### config.mk
export PLATFORM = sky130hd
export DESIGN_NAME = hbus_arb
export DESIGN_NICKNAME = d
export VERILOG_FILES = /design/src/rtl/hbus_pkg.sv /design/src/rtl/hbus_rr_pick.sv /design/src/rtl/hbus_core_arb.sv /design/src/rtl/hbus_core_sel.sv /design/src/rtl/hbus_arb.sv
export SDC_FILE = /design/constraint.sdc
export NUM_CORES = 1
export LEC_CHECK = 0
export ABC_CLOCK_PERIOD_IN_PS = 7140
export CAP_MARGIN = 20
export CORE_ASPECT_RATIO = 2
export CORE_MARGIN = 3
export CORE_UTILIZATION = 38
export DETAILED_ROUTE_END_ITERATION = 10
export GPL_ROUTABILITY_DRIVEN = 0
export PLACE_DENSITY = 0.6
export SYNTH_ARGS = -nofsm -noshare
export SYNTH_HDL_FRONTEND = slang
export SYNTH_HIERARCHICAL = 1
export SYNTH_SLANG_ARGS = --single-unit
### constraint.sdc
create_clock -name clk_i -period 7.14 [get_ports clk_i]
set_input_delay 1.071 -clock clk_i [delete_from_list [all_inputs] [get_ports clk_i]]
set_output_delay 1.071 -clock clk_i [all_outputs]
set_load 0.02 [all_outputs]
### src/rtl/hbus_pkg.sv
package hbus_pkg;
  // bid a core presents to the intercore level
  typedef struct packed {
    logic any;
    logic hrt;
  } core_bid_t;
endpackage

### src/rtl/hbus_rr_pick.sv
module hbus_rr_pick #(
  parameter  int unsigned N  = 4,
  localparam int unsigned IW = (N > 1) ? $clog2(N) : 1
) (
  input  logic [N-1:0]  req_i,
  input  logic [IW-1:0] ptr_i,
  output logic          any_o,
  output logic [N-1:0]  gnt_o,
  output logic [IW-1:0] idx_o
);
  always_comb begin
    logic [IW-1:0] j;
    any_o = 1'b0;
    gnt_o = '0;
    idx_o = '0;
    for (int unsigned k = 0; k < N; k++) begin
      j = IW'((32'(ptr_i) + k) % N);
      if (!any_o && req_i[j]) begin
        any_o    = 1'b1;
        gnt_o[j] = 1'b1;
        idx_o    = j;
      end
    end
  end
endmodule

### src/rtl/hbus_core_arb.sv
module hbus_core_arb import hbus_pkg::*; #(
  parameter int unsigned NUM_NRT    = 3,
  parameter int unsigned WAIT_BOUND = 20
) (
  input  logic               clk_i,
  input  logic               rst_ni,
  input  logic               wcet_mode_i,
  input  logic               hrt_req_i,
  input  logic [NUM_NRT-1:0] nrt_req_i,
  input  logic               win_i,
  output core_bid_t          bid_o,
  output logic               hrt_gnt_o,
  output logic [NUM_NRT-1:0] nrt_gnt_o
);
  localparam int unsigned CW  = $clog2(WAIT_BOUND + 1);
  localparam int unsigned NIW = (NUM_NRT > 1) ? $clog2(NUM_NRT) : 1;

  logic               hrt_gnt_q;
  logic [NUM_NRT-1:0] nrt_gnt_q;
  logic               held_q;
  logic [CW-1:0]      wait_q;
  logic [NIW-1:0]     nptr_q;

  logic               hrt_elig;
  logic [NUM_NRT-1:0] nrt_elig;
  logic               nrt_any;
  logic [NUM_NRT-1:0] nrt_pick;
  logic [NIW-1:0]     nrt_idx;
  logic               at_bound;
  logic               take_hrt;
  logic               take_nrt;
  logic               release_held;

  // a line in its grant cycle is not re-arbitrated
  assign hrt_elig = hrt_req_i & ~hrt_gnt_q & ~held_q;
  assign nrt_elig = nrt_req_i & ~nrt_gnt_q;

  hbus_rr_pick #(.N(NUM_NRT)) u_nrt_rr (
    .req_i (nrt_elig),
    .ptr_i (nptr_q),
    .any_o (nrt_any),
    .gnt_o (nrt_pick),
    .idx_o (nrt_idx)
  );

  assign bid_o.hrt    = hrt_elig;
  assign bid_o.any    = hrt_elig | nrt_any;
  assign at_bound     = (wait_q == CW'(WAIT_BOUND - 1));
  assign take_hrt     = win_i & hrt_elig;
  assign take_nrt     = win_i & ~hrt_elig & nrt_any;
  assign release_held = held_q & at_bound;

  assign hrt_gnt_o = hrt_gnt_q;
  assign nrt_gnt_o = nrt_gnt_q;

  always_ff @(posedge clk_i or negedge rst_ni) begin
    if (!rst_ni) begin
      hrt_gnt_q <= 1'b0;
      nrt_gnt_q <= '0;
      held_q    <= 1'b0;
      wait_q    <= '0;
      nptr_q    <= '0;
    end else begin
      hrt_gnt_q <= (take_hrt & (~wcet_mode_i | at_bound)) | release_held;
      nrt_gnt_q <= take_nrt ? nrt_pick : '0;

      // worst-case mode: slot used now, thread released at the bound
      if (release_held)
        held_q <= 1'b0;
      else if (take_hrt & wcet_mode_i & ~at_bound)
        held_q <= 1'b1;

      if (hrt_req_i & ~hrt_gnt_q) begin
        if (wait_q != CW'(WAIT_BOUND)) wait_q <= wait_q + 1'b1;
      end else begin
        wait_q <= '0;
      end

      if (take_nrt)
        nptr_q <= (nrt_idx == NIW'(NUM_NRT - 1)) ? '0 : nrt_idx + 1'b1;
    end
  end
endmodule

### src/rtl/hbus_core_sel.sv
module hbus_core_sel import hbus_pkg::*; #(
  parameter int unsigned NUM_CORES = 4,
  parameter int unsigned XFER_LEN  = 5
) (
  input  logic                        clk_i,
  input  logic                        rst_ni,
  input  core_bid_t [NUM_CORES-1:0]   bid_i,
  output logic      [NUM_CORES-1:0]   win_o,
  output logic                        busy_o
);
  localparam int unsigned IW   = (NUM_CORES > 1) ? $clog2(NUM_CORES) : 1;
  localparam int unsigned CNTW = $clog2(XFER_LEN + 1);

  logic [NUM_CORES-1:0] any_v;
  logic [NUM_CORES-1:0] hrt_v;
  logic [NUM_CORES-1:0] cand;
  logic                 pick_any;
  logic [NUM_CORES-1:0] pick_oh;
  logic [IW-1:0]        pick_idx;
  logic [IW-1:0]        ptr_q;
  logic [CNTW-1:0]      cnt_q;
  logic                 free;
  logic                 issue;

  for (genvar c = 0; c < NUM_CORES; c++) begin : g_bid
    assign any_v[c] = bid_i[c].any;
    assign hrt_v[c] = bid_i[c].hrt;
  end

  // real-time class first, then everyone
  assign cand = (|hrt_v) ? hrt_v : any_v;

  hbus_rr_pick #(.N(NUM_CORES)) u_core_rr (
    .req_i (cand),
    .ptr_i (ptr_q),
    .any_o (pick_any),
    .gnt_o (pick_oh),
    .idx_o (pick_idx)
  );

  // decide in the last busy cycle so transfers run back to back
  assign free   = (cnt_q <= CNTW'(1));
  assign issue  = free & pick_any;
  assign win_o  = issue ? pick_oh : '0;
  assign busy_o = (cnt_q != '0);

  always_ff @(posedge clk_i or negedge rst_ni) begin
    if (!rst_ni) begin
      cnt_q <= '0;
      ptr_q <= '0;
    end else if (issue) begin
      cnt_q <= CNTW'(XFER_LEN);
      ptr_q <= (pick_idx == IW'(NUM_CORES - 1)) ? '0 : pick_idx + 1'b1;
    end else if (cnt_q != '0) begin
      cnt_q <= cnt_q - 1'b1;
    end
  end
endmodule

### src/rtl/hbus_arb.sv
module hbus_arb import hbus_pkg::*; #(
  parameter int unsigned NUM_CORES  = 4,
  parameter int unsigned NUM_NRT    = 3,
  parameter int unsigned XFER_LEN   = 5,
  parameter int unsigned WAIT_BOUND = NUM_CORES * XFER_LEN
) (
  input  logic                           clk_i,
  input  logic                           rst_ni,
  input  logic                           wcet_mode_i,
  input  logic [NUM_CORES-1:0]           hrt_req_i,
  input  logic [NUM_CORES*NUM_NRT-1:0]   nrt_req_i,
  output logic [NUM_CORES-1:0]           hrt_gnt_o,
  output logic [NUM_CORES*NUM_NRT-1:0]   nrt_gnt_o,
  output logic                           busy_o
);
  core_bid_t [NUM_CORES-1:0] bid;
  logic      [NUM_CORES-1:0] win;

  for (genvar c = 0; c < NUM_CORES; c++) begin : g_core
    hbus_core_arb #(
      .NUM_NRT    (NUM_NRT),
      .WAIT_BOUND (WAIT_BOUND)
    ) u_core (
      .clk_i       (clk_i),
      .rst_ni      (rst_ni),
      .wcet_mode_i (wcet_mode_i),
      .hrt_req_i   (hrt_req_i[c]),
      .nrt_req_i   (nrt_req_i[c*NUM_NRT +: NUM_NRT]),
      .win_i       (win[c]),
      .bid_o       (bid[c]),
      .hrt_gnt_o   (hrt_gnt_o[c]),
      .nrt_gnt_o   (nrt_gnt_o[c*NUM_NRT +: NUM_NRT])
    );
  end

  hbus_core_sel #(
    .NUM_CORES (NUM_CORES),
    .XFER_LEN  (XFER_LEN)
  ) u_sel (
    .clk_i  (clk_i),
    .rst_ni (rst_ni),
    .bid_i  (bid),
    .win_o  (win),
    .busy_o (busy_o)
  );
endmodule

==> Yosys cells after proc, flatten, opt, wreduce, memory -nomap -nowiden <==
Cells that the tools add are included.
{ "totals": {"regBits": 53, "output_inout_bits": 17} }
{ "classes": {"add_sub_neg": 21, "div_mod_pow": 12, "n_lt_le_gt_ge": 33, "eq_ne": 17, "mux": 141, "n_bitwise": 85, "n_reduce_logical": 45} }
{ "op_table": {"columns": ["op", "count"], "rows": [
  ["$mod A32 B2 Y32 const B", 8],
  ["$mod A2 B2 Y32 const B", 4],
  ["$mux W1", 56],
  ["$mux W3", 18],
  ["$lt A2 B3 Y1 const B", 16],
  ["$mux W2", 21],
  ["$mux W5", 8],
  ["$and A1 B1 Y1", 37],
  ["$bmux W1 S2", 16],
  ["$demux W1 S2", 16],
  ["$ge A2 B1 Y1 const B", 16],
  ["$logic_and A1 B1 Y1", 27],
  ["$mux W4", 6],
  ["$or A3 B3 Y3", 8],
  ["$add A5 B1 Y5 const B", 4],
  ["$eq A5 B5 Y1 const B", 4],
  ["$ne A5 B5 Y1 const B", 4],
  ["$not A1 Y1", 17],
  ["$add A2 B1 Y2 const B", 6],
  ["$add A2 B1 Y3 const B", 4],
  ["$add A2 B2 Y3 const B", 4],
  ["$and A3 B3 Y3", 4],
  ["$not A3 Y3", 4],
  ["$or A1 B1 Y1", 12],
  ["10 further kinds", 34]
]} }

==> Logic depth before layout (Yosys ltp) <==
{ "logic_depth": {"depth_word": 32, "mapped_depth": 20} }

==> By module <==
Netlist, hierarchy kept.
{ "by_module_without_submodules": {"columns": ["module", "n_inst", "cells_each", "area_each_um2", "seq_area_each_um2"], "rows": [
  ["hbus_core_arb", 4, 54, 580.6, 300.3],
  ["hbus_rr_pick at g_core[0].u_core.u_nrt_rr ...", 4, 53, 347.8, 0.0],
  ["hbus_rr_pick at u_sel.u_core_rr", 1, 45, 421.7, 0.0],
  ["hbus_core_sel", 1, 39, 375.4, 125.1]
]} }

==> Least setup slack after synthesis <==
OpenSTA, ideal clock, no wires.
{ "synth_path": {"path_kind": "input port to flip-flop", "start": "input port nrt_req_i[7]", "end": "register u_sel.ptr_q[1]", "setup_time_ps": 125, "arrival_ps": 3989, "setup_slack_ps": 3026, "stages": 13, "path_buffers": 1, "cell_sequence": "nor2b_1 mux2i_2 o22a_4 o21ai_0 or2_2 a31o_2 mux4_2 buf_6 nor4b_4 nor2_1 a32o_1 ha_1 mux2_4"} }
{ "synth_rtl": {"columns": ["element", "line_no", "text"], "rows": [
  ["from (decl)", "hbus_arb.sv:11", "input logic [NUM_CORES*NUM_NRT-1:0] nrt_req_i,"],
  ["to (signal assigned)", "hbus_core_sel.sv:53", "ptr_q <= (pick_idx == IW'(NUM_CORES - 1)) ? '0 : pick_idx + 1'b1;"],
  ["to (decl)", "hbus_core_sel.sv:20", "logic [IW-1:0] ptr_q;"]
]} }

==> summary.md <==
| Metric | Value |
|---|---|
| Status | `completed` |
| P per Cell Area | `393.1 mW/mm2` |
| Max_slew headroom | `0.5368` |
| Overflow after GRT | `0` |
| Post-synth EDFFs | `0` |
| Main combinational cell family by area after synthesis | `simple AND/OR/NAND/NOR gates` |
| Library cells used by synthesis | `57` |
| Max-slew violation count | `0` |
| #FFs+latches synth | `53` |
| Number of CTS-inserted buffers | `5` |
| Post-DP HPWL | `8.093 mm` |
| Synth area leaders | `dfrtp_1, ha_1, nand2_1` |
| Simple-Gate Fraction of Synth Area | `0.2713` |
| Highest-count cells in the layout ignoring fill and taps | `dfrtp_1, nand2_1, nor2_1, inv_1, clkdlybuf4s50_1` |
| Complex-gate fraction of the synthesized area | `0.1997` |
| Kind of critical path | `input port to flip-flop` |
| Vias per cell | `5.544` |
| Filler cell count | `1128` |
| Core area | `0.01149 mm2` |
| R2R Setup Slk | `3.00 ns` |
| Commonest non-fill, non-tap cell in the layout | `dfrtp_1` |
| Diode count | `0` |
| Final Cycle Share | `0.6529` |
| Post-cts repair resize count | `0` |
| Top_reg_cell synth | `dfrtp_1` |
| Setup bufs post-CTS | `0` |
| Adder-Cell Fraction of Synth Area | `0.09154` |
| Worst-path fanout max | `13` |
| VDD IR-drop max | `0.1525 mV` |
| Port Buffer Count | `35` |
| Initial antenna violation count | `0` |
| Clk_lat worst skew | `0.30 ns` |
| Asr flop ratio synth | `1.000` |
| Syn Nets | `564` |
| Hold Crit Endpoint | `g_core[1].u_core/wait_q[4]` |
| Worst R2R End | `g_core[3].u_core/nptr_q[1]` |
| Final clock skew | `0.008606 ns` |
| CTS clk-pin slew, worst paths | `0.07 ns` |
| Syn. warnings | `6` |
| TritonCTS clock tree | `built` |
| Die Width | `83.04 um` |
| Die height | `160.1 um` |
| RSZ-0062 raised after global routing | `false` |
| Num rows | `55` |
| Num ports | `36` |
| Crit path arrival time | `4.83 ns` |
| Final net count | `587` |
| Required @ worst endpoint | `7.31 ns` |
| Post-Synthesis Cells | `512` |
| Hold Buf Count CTS | `0` |
| Mux share of post-synthesis cell area | `0.04743` |
| Hold Crit Depth | `2` |
| Die ar. | `0.01329 mm2` |
| Post-Syn Area | `0.004511 mm2` |
| Util after Layout | `0.4387` |
| # DRC | `0` |
| Largest net degree at the start of global routing | `54` |
| Detailed Routing Iterations Pass 1 | `8` |
| Crit path time final | `4.662 ns` |
| Hold crit path type | `flip-flop to flip-flop` |
| GRT Util Overall | `0.1561` |
| Vias in the first global route | `3893` |
| XOR/XNOR share of the synthesized area | `0.03301` |
| FMAX | `214.5 MHz` |
| Share of layout cells above drive strength 1 | `0.1026` |
| Layout overhead on the synthesized area | `11.76%` |
| 1st-iter DRT viols | `142` |
| Crit. End Element | `flip-flop` |
| ANT nets after route | `0` |
| Leak pwr | `2.164 nW` |
| Sink Count | `53` |
| Worst Hold Launch | `g_core[1].u_core/wait_q[4]` |
| Setup violations, final | `0` |
| Syn Area/Cell | `8.810 um2` |
| Max cap viols | `0` |
| Root Driver | `clkbuf_16` |
| Starting Density | `0.3925` |
| Htree depth | `2` |
| Total negative slack | `0 ns` |
| CP Launch Type | `input port` |
| Reg2reg start | `g_core[2].u_core/nptr_q[1]` |
| Sequential share of the synthesized area | `0.2940` |
| Worst Tran Pin Value | `0.6948 ns` |
| DR WL/cell | `15.12 um` |
| Vias after detailed routing | `3759` |
| Final WL | `10.25 mm` |
| Clock buffer depth | `2` |
| Final Hold Fails | `0` |
| Synth area leader | `dfrtp_1` |
| Worst R2R Path Depth | `16` |
| Share of Yosys cell area claimed by the top area cell type | `0.2940` |
| First-pass GRT wire length | `17.53 mm` |
[through the flow]
stage | worst slack, ns | instance area (um2) | power [mW] | cells | hold WS [ns]
CTS | 2.547 | 5041 | 1.994 | 678 | 0.5782
finish | 2.478 | 5041 | 1.982 | 678 | 0.5720
detailed placement | 2.246 | 4888 | 1.731 | 670 | 0.5543
floorplan | 3.026 | 4511 | 1.506 | 512 | 0.5184
global placement | 2.299 | 4888 | 1.706 | 670 | 0.5430
global route | 2.220 | 5041 | 2.164 | 678 | 0.5969
[routing by layer]
| layer | up-vias | track usage | part of all wire |
|---|---|---|---|
| li1 | 1847 | - | - |
| met1 | 1825 | 0.1502 | 0.37 |
| met2 | 71 | 0.3224 | 0.58 |
| met3 | 16 | 0.01962 | 0.025 |
| met4 | 0 | 0.05878 | 0.021 |
| met5 | - | 0 | 0 |
[state kept, by name, indices dropped and copies added, names as in the netlist]
| register | flops |
|---|---|
| g_core.u_core/held_q | 4 |
| g_core.u_core/nrt_gnt_o | 12 |
| g_core.u_core/hrt_gnt_o | 4 |
| u_sel/ptr_q | 2 |
| g_core.u_core/nptr_q | 8 |
| u_sel/cnt_q | 3 |
| g_core.u_core/wait_q | 20 |
[cell families after synthesis]
group / after synthesis
AOI/OAI and AO/OA: 126
xor gates and xnor gates: 17
adders and majority gates: 33
buffers and inverters: 55
DFF: 53
muxes: 13
and+or+nand+nor: 215
[worst max path at each step]
| stage | endpoint | cells after the start | startpoint |
|---|---|---|---|
| finish | g_core[3].u_core/nptr_q[1] | 16 | nrt_req_i[5] |
| floorplan | u_sel/ptr_q[1] | 13 | nrt_req_i[7] |
| global placement | g_core[1].u_core/nrt_gnt_o[1] | 16 | nrt_req_i[8] |
| global route | g_core[3].u_core/nptr_q[0] | 16 | nrt_req_i[5] |
| detailed placement | g_core[1].u_core/nrt_gnt_o[1] | 16 | nrt_req_i[5] |
| CTS | g_core[1].u_core/nrt_gnt_o[1] | 16 | nrt_req_i[5] |
[power by group]
| group | total, mW | switching (mW) | internal (mW) |
|---|---|---|---|
| logic | 1.26 | 0.709 | 0.549 |
| registers | 0.471 | 0.0977 | 0.373 |
| clock network | 0.252 | 0.113 | 0.140 |
| total | 1.98 | 0.920 | 1.06 |
[cell type report]
cell class | count | area, um2 | share of cell area
clock inverter | 2 | 13.76 | 0.002730
sequential | 53 | 1326 | 0.2631
tap | 142 | 177.7 | 0.03524
inverter | 35 | 131.4 | 0.02606
timing repair buffer | 36 | 352.8 | 0.06999
clock buffer | 6 | 138.9 | 0.02755
multi-input combinational | 404 | 2900 | 0.5753
[critical path, cell delays in order]
cell             delay [ns]
clkdlybuf4s50_1        0.40
nor2b_1                0.20
nand2_1                0.15
nand2_1                0.07
a211oi_1               0.27
o21ai_0                0.17
or2_2                  0.31
a31o_2                 0.26
mux4_2                 0.60
nor4b_4                0.42
a22oi_1                0.11
o21ai_0                0.10
and2_1                 0.25
nand2_1                0.15
o21ai_0                0.19
o41ai_1                0.09
[Yosys cell counts, types with 13 or more instances]
master     n
dfrtp_1   53
nand2_1   46
nor2_1    44
inv_1     35
ha_1      33
a21oi_1   28
nor2b_1   22
o21ai_0   21
nand2b_1  20
nand3_1   20
and2_1    16
xnor2_1   13
(Power assumes the default switching activity.)
